==> config.mk <==
export PLATFORM = sky130hd
export DESIGN_NAME = shadow_xfer_ctrl
export DESIGN_NICKNAME = d
export VERILOG_FILES = /design/src/rtl/shadow_xfer_pkg.sv /design/src/rtl/shadow_trig.sv /design/src/rtl/shadow_buf.sv /design/src/rtl/cnt_pair.sv /design/src/rtl/shadow_xfer_ctrl.sv
export SDC_FILE = /design/constraint.sdc
export NUM_CORES = 1
export LEC_CHECK = 0
export CAP_MARGIN = 20
export CORE_ASPECT_RATIO = 2
export CORE_MARGIN = 4
export CORE_UTILIZATION = 45
export CTS_CLUSTER_DIAMETER = 150
export DETAILED_ROUTE_END_ITERATION = 8
export DONT_BUFFER_PORTS = 1
export GPL_ROUTABILITY_DRIVEN = 0
export SLEW_MARGIN = 10
export SYNTH_ARGS = -nofsm -noshare
export SYNTH_HDL_FRONTEND = slang
export SYNTH_SLANG_ARGS = --single-unit
==> constraint.sdc <==
create_clock -name clk -period 3.34 [get_ports clk]
set_input_delay 0.501 -clock clk [delete_from_list [all_inputs] [get_ports clk]]
set_output_delay 0.501 -clock clk [all_outputs]
set_load 0.005 [all_outputs]
==> src/rtl/shadow_xfer_pkg.sv <==
package shadow_xfer_pkg;

    localparam int DIV_W   = 15;
    localparam int MAIN_W  = 32;
    localparam int SNAP_W  = MAIN_W + 1 + DIV_W;
    localparam int NBYTES  = SNAP_W / 8;
    localparam int IDX_W   = $clog2(NBYTES);

    typedef struct packed {
        logic [MAIN_W-1:0] main;
        logic              spare;
        logic [DIV_W-1:0]  div;
    } snap_t;

    typedef enum logic {
        XFER_CAPTURE = 1'b0,
        XFER_LOAD    = 1'b1
    } xfer_dir_e;

    typedef enum logic {
        SRC_SYNC = 1'b0,
        SRC_BUS  = 1'b1
    } trig_src_e;

    function automatic logic [7:0] snap_byte(snap_t s, logic [IDX_W-1:0] idx);
        logic [SNAP_W-1:0] v;
        v         = s;
        v[DIV_W]  = 1'b0;
        return v[idx*8 +: 8];
    endfunction

    function automatic snap_t snap_put(snap_t s, logic [IDX_W-1:0] idx, logic [7:0] b);
        logic [SNAP_W-1:0] v;
        v            = s;
        v[idx*8 +: 8] = b;
        v[DIV_W]     = 1'b0;
        return snap_t'(v);
    endfunction

endpackage

==> src/rtl/shadow_trig.sv <==
module shadow_trig
    import shadow_xfer_pkg::*;
(
    input  logic      clk,
    input  logic      rst,
    input  xfer_dir_e dir,
    input  trig_src_e src,
    input  logic      sync_in,
    input  logic      bus_hit,
    input  logic      bus_rd,
    input  logic      bus_wr,
    output logic      cap_now,
    output logic      load_go
);

    logic sync_q;
    logic load_pend;
    logic sync_rise;

    assign sync_rise = sync_in && !sync_q;

    always_ff @(posedge clk) begin
        if (rst) begin
            sync_q    <= 1'b0;
            load_pend <= 1'b0;
        end else begin
            sync_q    <= sync_in;
            load_pend <= (dir == XFER_LOAD) && (src == SRC_BUS) && bus_wr && bus_hit;
        end
    end

    always_comb begin
        cap_now = 1'b0;
        if (dir == XFER_CAPTURE) begin
            if (src == SRC_BUS) cap_now = bus_rd && bus_hit;
            else                cap_now = sync_rise;
        end
    end

    assign load_go = load_pend || ((dir == XFER_LOAD) && (src == SRC_SYNC) && sync_rise);

endmodule

==> src/rtl/shadow_buf.sv <==
module shadow_buf
    import shadow_xfer_pkg::*;
(
    input  logic             clk,
    input  logic             rst,
    input  logic             cap_now,
    input  logic             bus_hit,
    input  logic             bus_rd,
    input  logic             bus_wr,
    input  logic [IDX_W-1:0] idx,
    input  logic [7:0]       wdata,
    input  snap_t            live,
    output snap_t            shadow,
    output logic [7:0]       rdata
);

    snap_t shadow_q;
    snap_t live_clean;

    always_comb begin
        live_clean       = live;
        live_clean.spare = 1'b0;
    end

    always_ff @(posedge clk) begin
        if (rst) begin
            shadow_q <= '0;
            rdata    <= '0;
        end else begin
            if (cap_now)                shadow_q <= live_clean;
            else if (bus_wr && bus_hit) shadow_q <= snap_put(shadow_q, idx, wdata);

            if (bus_rd) begin
                if (!bus_hit)     rdata <= '0;
                else if (cap_now) rdata <= snap_byte(live_clean, idx);
                else              rdata <= snap_byte(shadow_q, idx);
            end
        end
    end

    assign shadow = shadow_q;

endmodule

==> src/rtl/cnt_pair.sv <==
module cnt_pair
    import shadow_xfer_pkg::*;
#(
    parameter logic [DIV_W-1:0] DIV_MAX = '1
) (
    input  logic              clk,
    input  logic              rst,
    input  logic              tick_en,
    input  logic              load_go,
    input  snap_t             load_val,
    output logic [DIV_W-1:0]  div_q,
    output logic [MAIN_W-1:0] main_q,
    output logic              wrap
);

    localparam logic [DIV_W-1:0]  DIV_ONE  = 1;
    localparam logic [MAIN_W-1:0] MAIN_ONE = 1;

    assign wrap = tick_en && !load_go && (div_q >= DIV_MAX);

    always_ff @(posedge clk) begin
        if (rst) begin
            div_q  <= '0;
            main_q <= '0;
        end else if (load_go) begin
            div_q  <= load_val.div;
            main_q <= load_val.main;
        end else if (tick_en) begin
            if (wrap) begin
                div_q  <= '0;
                main_q <= main_q + MAIN_ONE;
            end else begin
                div_q  <= div_q + DIV_ONE;
            end
        end
    end

endmodule

==> src/rtl/shadow_xfer_ctrl.sv <==
module shadow_xfer_ctrl
    import shadow_xfer_pkg::*;
#(
    parameter logic [7:0]       BASE_ADDR = 8'h75,
    parameter logic [DIV_W-1:0] DIV_MAX   = '1
) (
    input  logic              clk,
    input  logic              rst,
    input  logic              tick_en,
    input  logic              cfg_load_dir,
    input  logic              cfg_bus_src,
    input  logic              sync_in,
    input  logic [7:0]        bus_addr,
    input  logic              bus_rd,
    input  logic              bus_wr,
    input  logic [7:0]        bus_wdata,
    output logic [7:0]        bus_rdata,
    output logic [DIV_W-1:0]  div_count,
    output logic [MAIN_W-1:0] main_count,
    output logic              div_wrap
);

    localparam logic [7:0] NB8 = 8'(NBYTES);

    logic [7:0]       offs;
    logic             bus_hit;
    logic [IDX_W-1:0] idx;
    logic             cap_now;
    logic             load_go;
    snap_t            live;
    snap_t            shadow;

    assign offs    = bus_addr - BASE_ADDR;
    assign bus_hit = offs < NB8;
    assign idx     = offs[IDX_W-1:0];

    always_comb begin
        live.div   = div_count;
        live.spare = 1'b0;
        live.main  = main_count;
    end

    shadow_trig u_trig (
        .clk     (clk),
        .rst     (rst),
        .dir     (xfer_dir_e'(cfg_load_dir)),
        .src     (trig_src_e'(cfg_bus_src)),
        .sync_in (sync_in),
        .bus_hit (bus_hit),
        .bus_rd  (bus_rd),
        .bus_wr  (bus_wr),
        .cap_now (cap_now),
        .load_go (load_go)
    );

    shadow_buf u_buf (
        .clk     (clk),
        .rst     (rst),
        .cap_now (cap_now),
        .bus_hit (bus_hit),
        .bus_rd  (bus_rd),
        .bus_wr  (bus_wr),
        .idx     (idx),
        .wdata   (bus_wdata),
        .live    (live),
        .shadow  (shadow),
        .rdata   (bus_rdata)
    );

    cnt_pair #(.DIV_MAX(DIV_MAX)) u_cnt (
        .clk      (clk),
        .rst      (rst),
        .tick_en  (tick_en),
        .load_go  (load_go),
        .load_val (shadow),
        .div_q    (div_count),
        .main_q   (main_count),
        .wrap     (div_wrap)
    );

endmodule

==> metrics.csv, run 1 <==
metric;value;unit
status;completed;
skew;0.0123;ns
clock_sinks;104;
insertion_delay;0.35;ns
worst_pin_slew;0.695;ns
drive_gt1_share;10.9;%
p_per_area;434;nW/um^2
hold_path_class;input pin to register;
setup_viol;0;
post-route-min-period;2.86;ns
rsz0062_at_grt;no;
start_util;45.7;%
cts.clk_slew.worst_paths;0.07;ns
fin_nets;697;
postRouteAntennaNets;0;
ctsHoldBuffers;0;
synth_flop_cell;dfxtp_1;
postSynthCellCount;678;
viasPerCell;6.52;
crit_type;register to primary output;
cp_data_required_time;2.84;ns
area_delta_synth_final;8.57;%
ys_ff_latch;104;
synthArstFlopShare;0;%
syn_area_per_cell;8.77;um^2
max_slew_margin;53.6;%
grt_first_pass_wirelength;30700;um
dp.final_hpwl;14800;um
drc;0;
n_antenna_cell;0;
die_w;89.3;um
p_total;2.80;mW
synth_edf_count;0;
tns;0;ns
fmax;0.349;GHz
drv_cap;0;
ios;80;
grt_antenna_before_repair;0;
syn_nets;710;
core;13000;um^2
grtUsageTotal;26.5;%
wl_per_cell;24.0;um
die_area;15200;um^2
peakVddDrop;0.259;mV
syn_area;5940;um^2
fin_cells;822;
synth_seq_area_share;35.0;%
htreeDepth;3;
dieHeight;171;um
end_kind;primary output;
p_leak;2.51;nW
num_rows;59;
cts_buffer_depth;2;
fin_crit_sh;85.8;%
grt_overflow_total;0;
cts_tree;built;
dp_cells;806;
io_buffers;0;
grt_max_degree;98;
maxSlewViolCount;0;
post_cts_resized;0;
vias;5361;
start_kind;register;
drt_first_pass_iters;5;
final-hold-violation-count;0;
yosys_warnings;0;
drt_wl_total;19700;um
crit_fanout;15;
numCtsBuffers;9;
worst_ep_arrival_time;2.36;ns
postCtsSetupRepairBufs;0;
drt_iter0_drc;468;
synthDistinctLibCells;54;
cts_root_buffer;clkbuf_16;
first_global_vias;5315;
[cell usage in the layout (no fill, tap or decap), types with 3 or more instances in the layout]
cell	instances
a211oi_1	75
a21o_1	3
a21oi_1	16
a221o_1	5
a221oi_1	3
a22oi_1	13
and2_1	16
and3_1	13
and4_1	8
buf_4	24
clkbuf_16	9
dfxtp_1	104
ha_1	8
inv_1	7
mux2_2	11
mux2i_1	33
mux4_2	14
nand2_1	35
nand3_1	20
nand4_1	10
nor2_1	109
nor2b_1	8
nor3_1	19
o21ai_0	8
o21bai_1	14
o221ai_1	9
xnor2_1	14
xor2_1	24
[per-stage QoR]
step	instance area (um^2)	utilization [%]	setup slack, ns	hold WS [ns]
after detailed placement	6130	47.2	0.272	0.507
final	6450	49.7	0.476	0.236
after floorplan	5940	-	0.376	0.474
after global routing	6450	49.7	0.387	0.222
after CTS	6450	49.7	0.465	0.221
after global placement	6130	47.2	0.389	0.503
[power breakdown]
group          internal, mW  total (mW)  switching, mW
registers              1.29        1.36         0.0727
logic                 0.129       0.286          0.157
clock network         0.658        1.15          0.492
[cell usage after synthesis (2+ instances only)]
cell type | number | area share [%]
nor2_1 | 109 | 6.9
dfxtp_1 | 104 | 35
a211oi_1 | 75 | 9.5
clkbuf_1 | 35 | 2.2
nand2_1 | 35 | 2.2
mux2i_1 | 33 | 5.6
xor2_1 | 24 | 3.5
nand3_1 | 20 | 1.7
nor3_1 | 19 | 1.6
a21oi_1 | 17 | 1.4
and2_1 | 16 | 1.7
mux4_2 | 14 | 5.3
o21bai_1 | 14 | 1.8
xnor2_1 | 14 | 2.1
a22oi_1 | 13 | 1.6
and3_1 | 13 | 1.4
mux2_2 | 11 | 2.1
nand4_1 | 10 | 1.1
o221ai_1 | 9 | 1.3
and4_1 | 8 | 1.2
buf_2 | 8 | 0.67
ha_1 | 8 | 1.7
nor2b_1 | 8 | 0.84
o21ai_0 | 8 | 0.67
inv_1 | 7 | 0.44
a221o_1 | 5 | 0.84
a21o_1 | 3 | 0.38
a221oi_1 | 3 | 0.44
buf_4 | 3 | 0.38
a311oi_1 | 2 | 0.29
buf_1 | 2 | 0.13
nand4b_1 | 2 | 0.29
nor3b_1 | 2 | 0.25
nor4_1 | 2 | 0.21
o211ai_1 | 2 | 0.25
or4b_1 | 2 | 0.34
[cell type report]
class | count | area (um^2)
flip-flops and latches | 104 | 2080
multi-input cells | 517 | 3630
fillers | 1223 | 6540
clock inverters | 7 | 93.8
clock buffers | 9 | 225
repair buffers | 25 | 200
inverters | 8 | 30.0
well taps | 152 | 190
[sequential cells by signal (all words and copies together) (netlist names)]
name and count:
u_buf.rdata 8, u_buf.shadow 47, u_cnt.div_q 15, u_cnt.main_q 32, u_trig.load_pend 1, u_trig.sync_q 1
[path summary, 6_finish.rpt]
check                          end  cells past startpoint  slack, ns             start
setup reg to reg  u_cnt.main_q[31]                      8       0.55    u_cnt.div_q[0]
setup / recovery          div_wrap                      4       0.48    u_cnt.div_q[0]
hold reg to reg   u_cnt.main_q[23]                      2       0.52  u_buf.shadow[39]
hold / removal       u_trig.sync_q                      1       0.24               rst
[worst max-delay path, stage by stage, from the launching register on]
cell and delay [ns]:
dfxtp_1 0.35, ha_1 0.28, a21oi_1 0.10, a2111oi_2 0.63, and3_1 0.66
[layer usage]
metal | vias up | routed length [um] | global-route usage [%]
li1 | 2488 | - | -
met2 | 228 | 10100 | 45.6
met1 | 2569 | 7010 | 28.8
met5 | - | 0 | 0
met4 | 0 | 1370 | 16.9
met3 | 76 | 1270 | 5.16
[cell families after synthesis]
kind of cell,after synthesis,share of synthesized area [%]
xor+xnor,38,5.60
mux,58,12.9
flops,104,35.0
simple gates,252,20.4
fa+ha+maj,8,1.68
compound gates,161,20.3
buf+inv,57,4.08
Power figures use the tool's default switching activity.
==> run 2, diff against run 1 <==
--- a/config.mk
+++ b/config.mk
@@ -5,14 +5,16 @@
 export SDC_FILE = /design/constraint.sdc
 export NUM_CORES = 1
 export LEC_CHECK = 0
+export ABC_AREA = 1
 export CAP_MARGIN = 20
 export CORE_ASPECT_RATIO = 2
 export CORE_MARGIN = 4
-export CORE_UTILIZATION = 45
+export CORE_UTILIZATION = 55
 export CTS_CLUSTER_DIAMETER = 150
 export DETAILED_ROUTE_END_ITERATION = 8
 export DONT_BUFFER_PORTS = 1
 export GPL_ROUTABILITY_DRIVEN = 0
+export PLACE_DENSITY = 0.7
 export SLEW_MARGIN = 10
 export SYNTH_ARGS = -nofsm -noshare
 export SYNTH_HDL_FRONTEND = slang
==> run 2 against run 1 <==
Effect of this change: fmax up 7.5%; design area increased by 13%; register-to-register slack better by 0.15 ns; non-clock buffer count decreased by 13; critical endpoint unchanged; largest cell class unchanged.
==> metrics.csv, run 2 <==
metric;value;unit;change
final_common_cell;nand2_1;;
final_area;7270;um^2;+13%
synth_flop_cell;dfxtp_1;;
crit_cells;8;;+4
cp_num_buf_inv;2;;+2
max_slew_margin;31.1;%;-22 points
peakVddDrop;0.287;mV;+11%
grt_first_pass_wirelength;35200;um;+15%
start_util;56.5;%;+11 points
pwr-share-seq;43.9;%;-4.8 points
postCtsSetupRepairBufs;0;;unchanged
maxSlewViolCount;0;;unchanged
fin_nets;1122;;+61%
hold_depth;1;;unchanged
synth.top_cells.by_count;nand2_1 (364), inv_1 (115), dfxtp_1 (104);;
p_switching;798;uW;+11%
netlist_top_cells_area;dfxtp_1 (30%), nand2_1 (20%), nand3_1 (6.7%), a21oi_1 (6.4%), inv_1 (6.3%);;
worst_ep_arrival_time;2.16;ns;-0.20 ns
p_int;2.19;mW;+5.4%
vias;7086;;+32%
yosys.area_share.simple;37.7;%;+17 points
clock_sinks;104;;unchanged
n_antenna_cell;0;;unchanged
first_global_vias;6893;;+30%
grtUsageTotal;30.7;%;+4.2 points
end_kind;primary output;;
grt_max_degree;83;;-15%
worst_path_most_repeated_cell;nand3_1;;
fin_cells;1241;;+51%
grt_overflow_total;0;;unchanged
core;12200;um^2;-6.1%
fmax;0.375;GHz;+7.5%
syn_area_per_cell;6.14;um^2;-30%
crit_family;simple AND/OR/NAND/NOR gates;;
place_ws;0.381;ns;+0.109 ns
largest_register_ffs;47;;unchanged
tns;0;ns;unchanged
start_kind;register;;
synth_compound_area_share;15.6;%;-4.7 points
muxShareOfSynthArea;0;%;-13 points
cts.clk_slew.worst_paths;0.07;ns;about the same
power_frac_clock;43.3;%;+2.2 points
crit_type;register to primary output;;
syn_nets;1154;;+63%
cp_data_required_time;2.84;ns;about the same
ctsHoldBuffers;0;;unchanged
critical-path-max-stage-delay;0.41;ns;-0.25 ns
num_rows;57;;-3.4%
area_delta_synth_final;5.39;%;
io_buffers;0;;unchanged
drt_iter0_drc;459;;-1.9%
cts_buffer_depth;2;;unchanged
cts_tree;built;;
dp.final_hpwl;16200;um;+9.4%
synthArstFlopShare;0;%;unchanged
synth_top_family_by_area;simple AND/OR/NAND/NOR gates;;
power_frac_comb;12.7;%;+2.5 points
setup_viol;0;;unchanged
ys_ff_latch;104;;unchanged
setup_ws;0.675;ns;+0.199 ns
synthXorXnorAreaFrac;4.19;%;-1.4 points
place_area;6910;um^2;+13%
insertion_delay;0.36;ns;about the same
synth_top_area_share;30.2;%;-4.8 points
p_leak;3.06;nW;+22%
synth_most_common_cell;nand2_1;;
worst_pin_slew;1.03;ns;+0.338 ns
final_cell_mix;nand2_1 (364), inv_1 (115), dfxtp_1 (104), nand3_1 (92), nor2_1 (89);;
p_total;2.99;mW;+6.7%
dieHeight;166;um;-2.5%
swShare;26.7;%;+0.92 points
viasPerCell;5.71;;-12%
die_w;87.2;um;-2.3%
dp_cells;1226;;+52%
synth_edf_count;0;;unchanged
synthDistinctLibCells;43;;-20%
drv_cap;0;;unchanged
cts_root_buffer;clkbuf_16;;
syn_area;6890;um^2;+16%
status;completed;;
drt_wl_total;21900;um;+11%
ff2ff_path_depth;11;;+3
rsz0062_at_grt;no;;
crit_fanout;4;;-11
wl_per_cell;17.7;um;-26%
post_cts_resized;0;;unchanged
slowest_stage;dfxtp_1;;
postSynthCellCount;1122;;+65%
htreeDepth;3;;unchanged
hold_path_class;input pin to register;;
die_area;14500;um^2;-4.7%
ios;80;;unchanged
grt_antenna_before_repair;0;;unchanged
crit_chain;ha_1 -> nand3_1 -> nor3_2 -> nand2_1 -> inv_1 -> nand3_1 -> a21oi_2 -> buf_4;;
synth_seq_area_share;30.2;%;-4.8 points
post-route-min-period;2.67;ns;-0.199 ns
p_per_area;411;nW/um^2;-5.2%
final-hold-violation-count;0;;unchanged
yosysTopAreaCell;dfxtp_1;;
drt_first_pass_iters;5;;unchanged
drive_gt1_share;5.85;%;-5.0 points
synthAdderAreaFrac;1.45;%;-0.23 points
fin_crit_sh;79.8;%;-6.0 points
skew;0.00970;ns;-0.00258 ns
yosys_warnings;0;;unchanged
numCtsBuffers;9;;unchanged
drc;0;;unchanged
postRouteAntennaNets;0;;unchanged
## run 2: area by class of cell
class | count | area [um^2]
clock buffer | 10 | 229
clock inverter | 5 | 129
fill | 1280 | 4930
inverter | 125 | 469
multi-input combinational | 838 | 4070
sequential | 104 | 2080
tap | 147 | 184
timing repair buffer | 12 | 103
## run 2: metrics by stage
| stage | hold slack, ns | util [%] |
|---|---|---|
| floorplan | 0.441 | - |
| global placement | 0.448 | 56.6 |
| detailed placement | 0.451 | 56.6 |
| CTS | 0.206 | 59.6 |
| global route | 0.211 | 59.6 |
| finish | 0.214 | 59.6 |
## run 2: worst paths after layout
check | from | endpoint | slack (ns)
worst max-delay path | u_cnt.div_q[1] | div_wrap | 0.67
worst min-delay path | rst | u_trig.sync_q | 0.21
worst max register to register | u_cnt.div_q[1] | u_cnt.main_q[0] | 0.70
worst min register to register | u_buf.shadow[2] | u_buf.shadow[2] | 0.46
## run 2: cells by family (layout without fill, tap and decap cells)
family                     count (synthesis)  after routing
buffers and inverters                    180            152
adders and majority gates                  8              8
AOI/OAI and AO/OA                        196            196
and+or+nand+nor                          601            601
DFF                                      104            104
xor gates and xnor gates                  33             33
## run 2: worst register-to-register path: cells and delay by family (launching register included)
family	cells	cell delay, ns
adder cells (fa/ha/maj)	1	0.23
flip-flops	1	0.41
AO/OA/AOI/OAI	3	0.61
buffers and inverters	2	0.48
AND/OR/NAND/NOR	5	0.83
## run 2: layer usage
| layer | routed length [um] | track usage [%] | vias up |
|---|---|---|---|
| li1 | - | - | 3546 |
| met1 | 8160 | 34.3 | 3229 |
| met2 | 11100 | 52.3 | 242 |
| met3 | 1190 | 5.16 | 69 |
| met4 | 1470 | 19.4 | 0 |
| met5 | 0 | 0 | - |
## run 2: power groups by stage
stage | Combinational [mW] | Sequential (mW) | Clock (mW)
6_report | 0.380 | 1.31 | 1.29
5_1_grt | 0.424 | 1.32 | 1.36
4_1_cts | 0.375 | 1.31 | 1.30
3_5_place_dp | 0.372 | 1.34 | 0
3_3_place_gp | 0.370 | 1.34 | 0
2_1_floorplan | 0.298 | 1.33 | 0
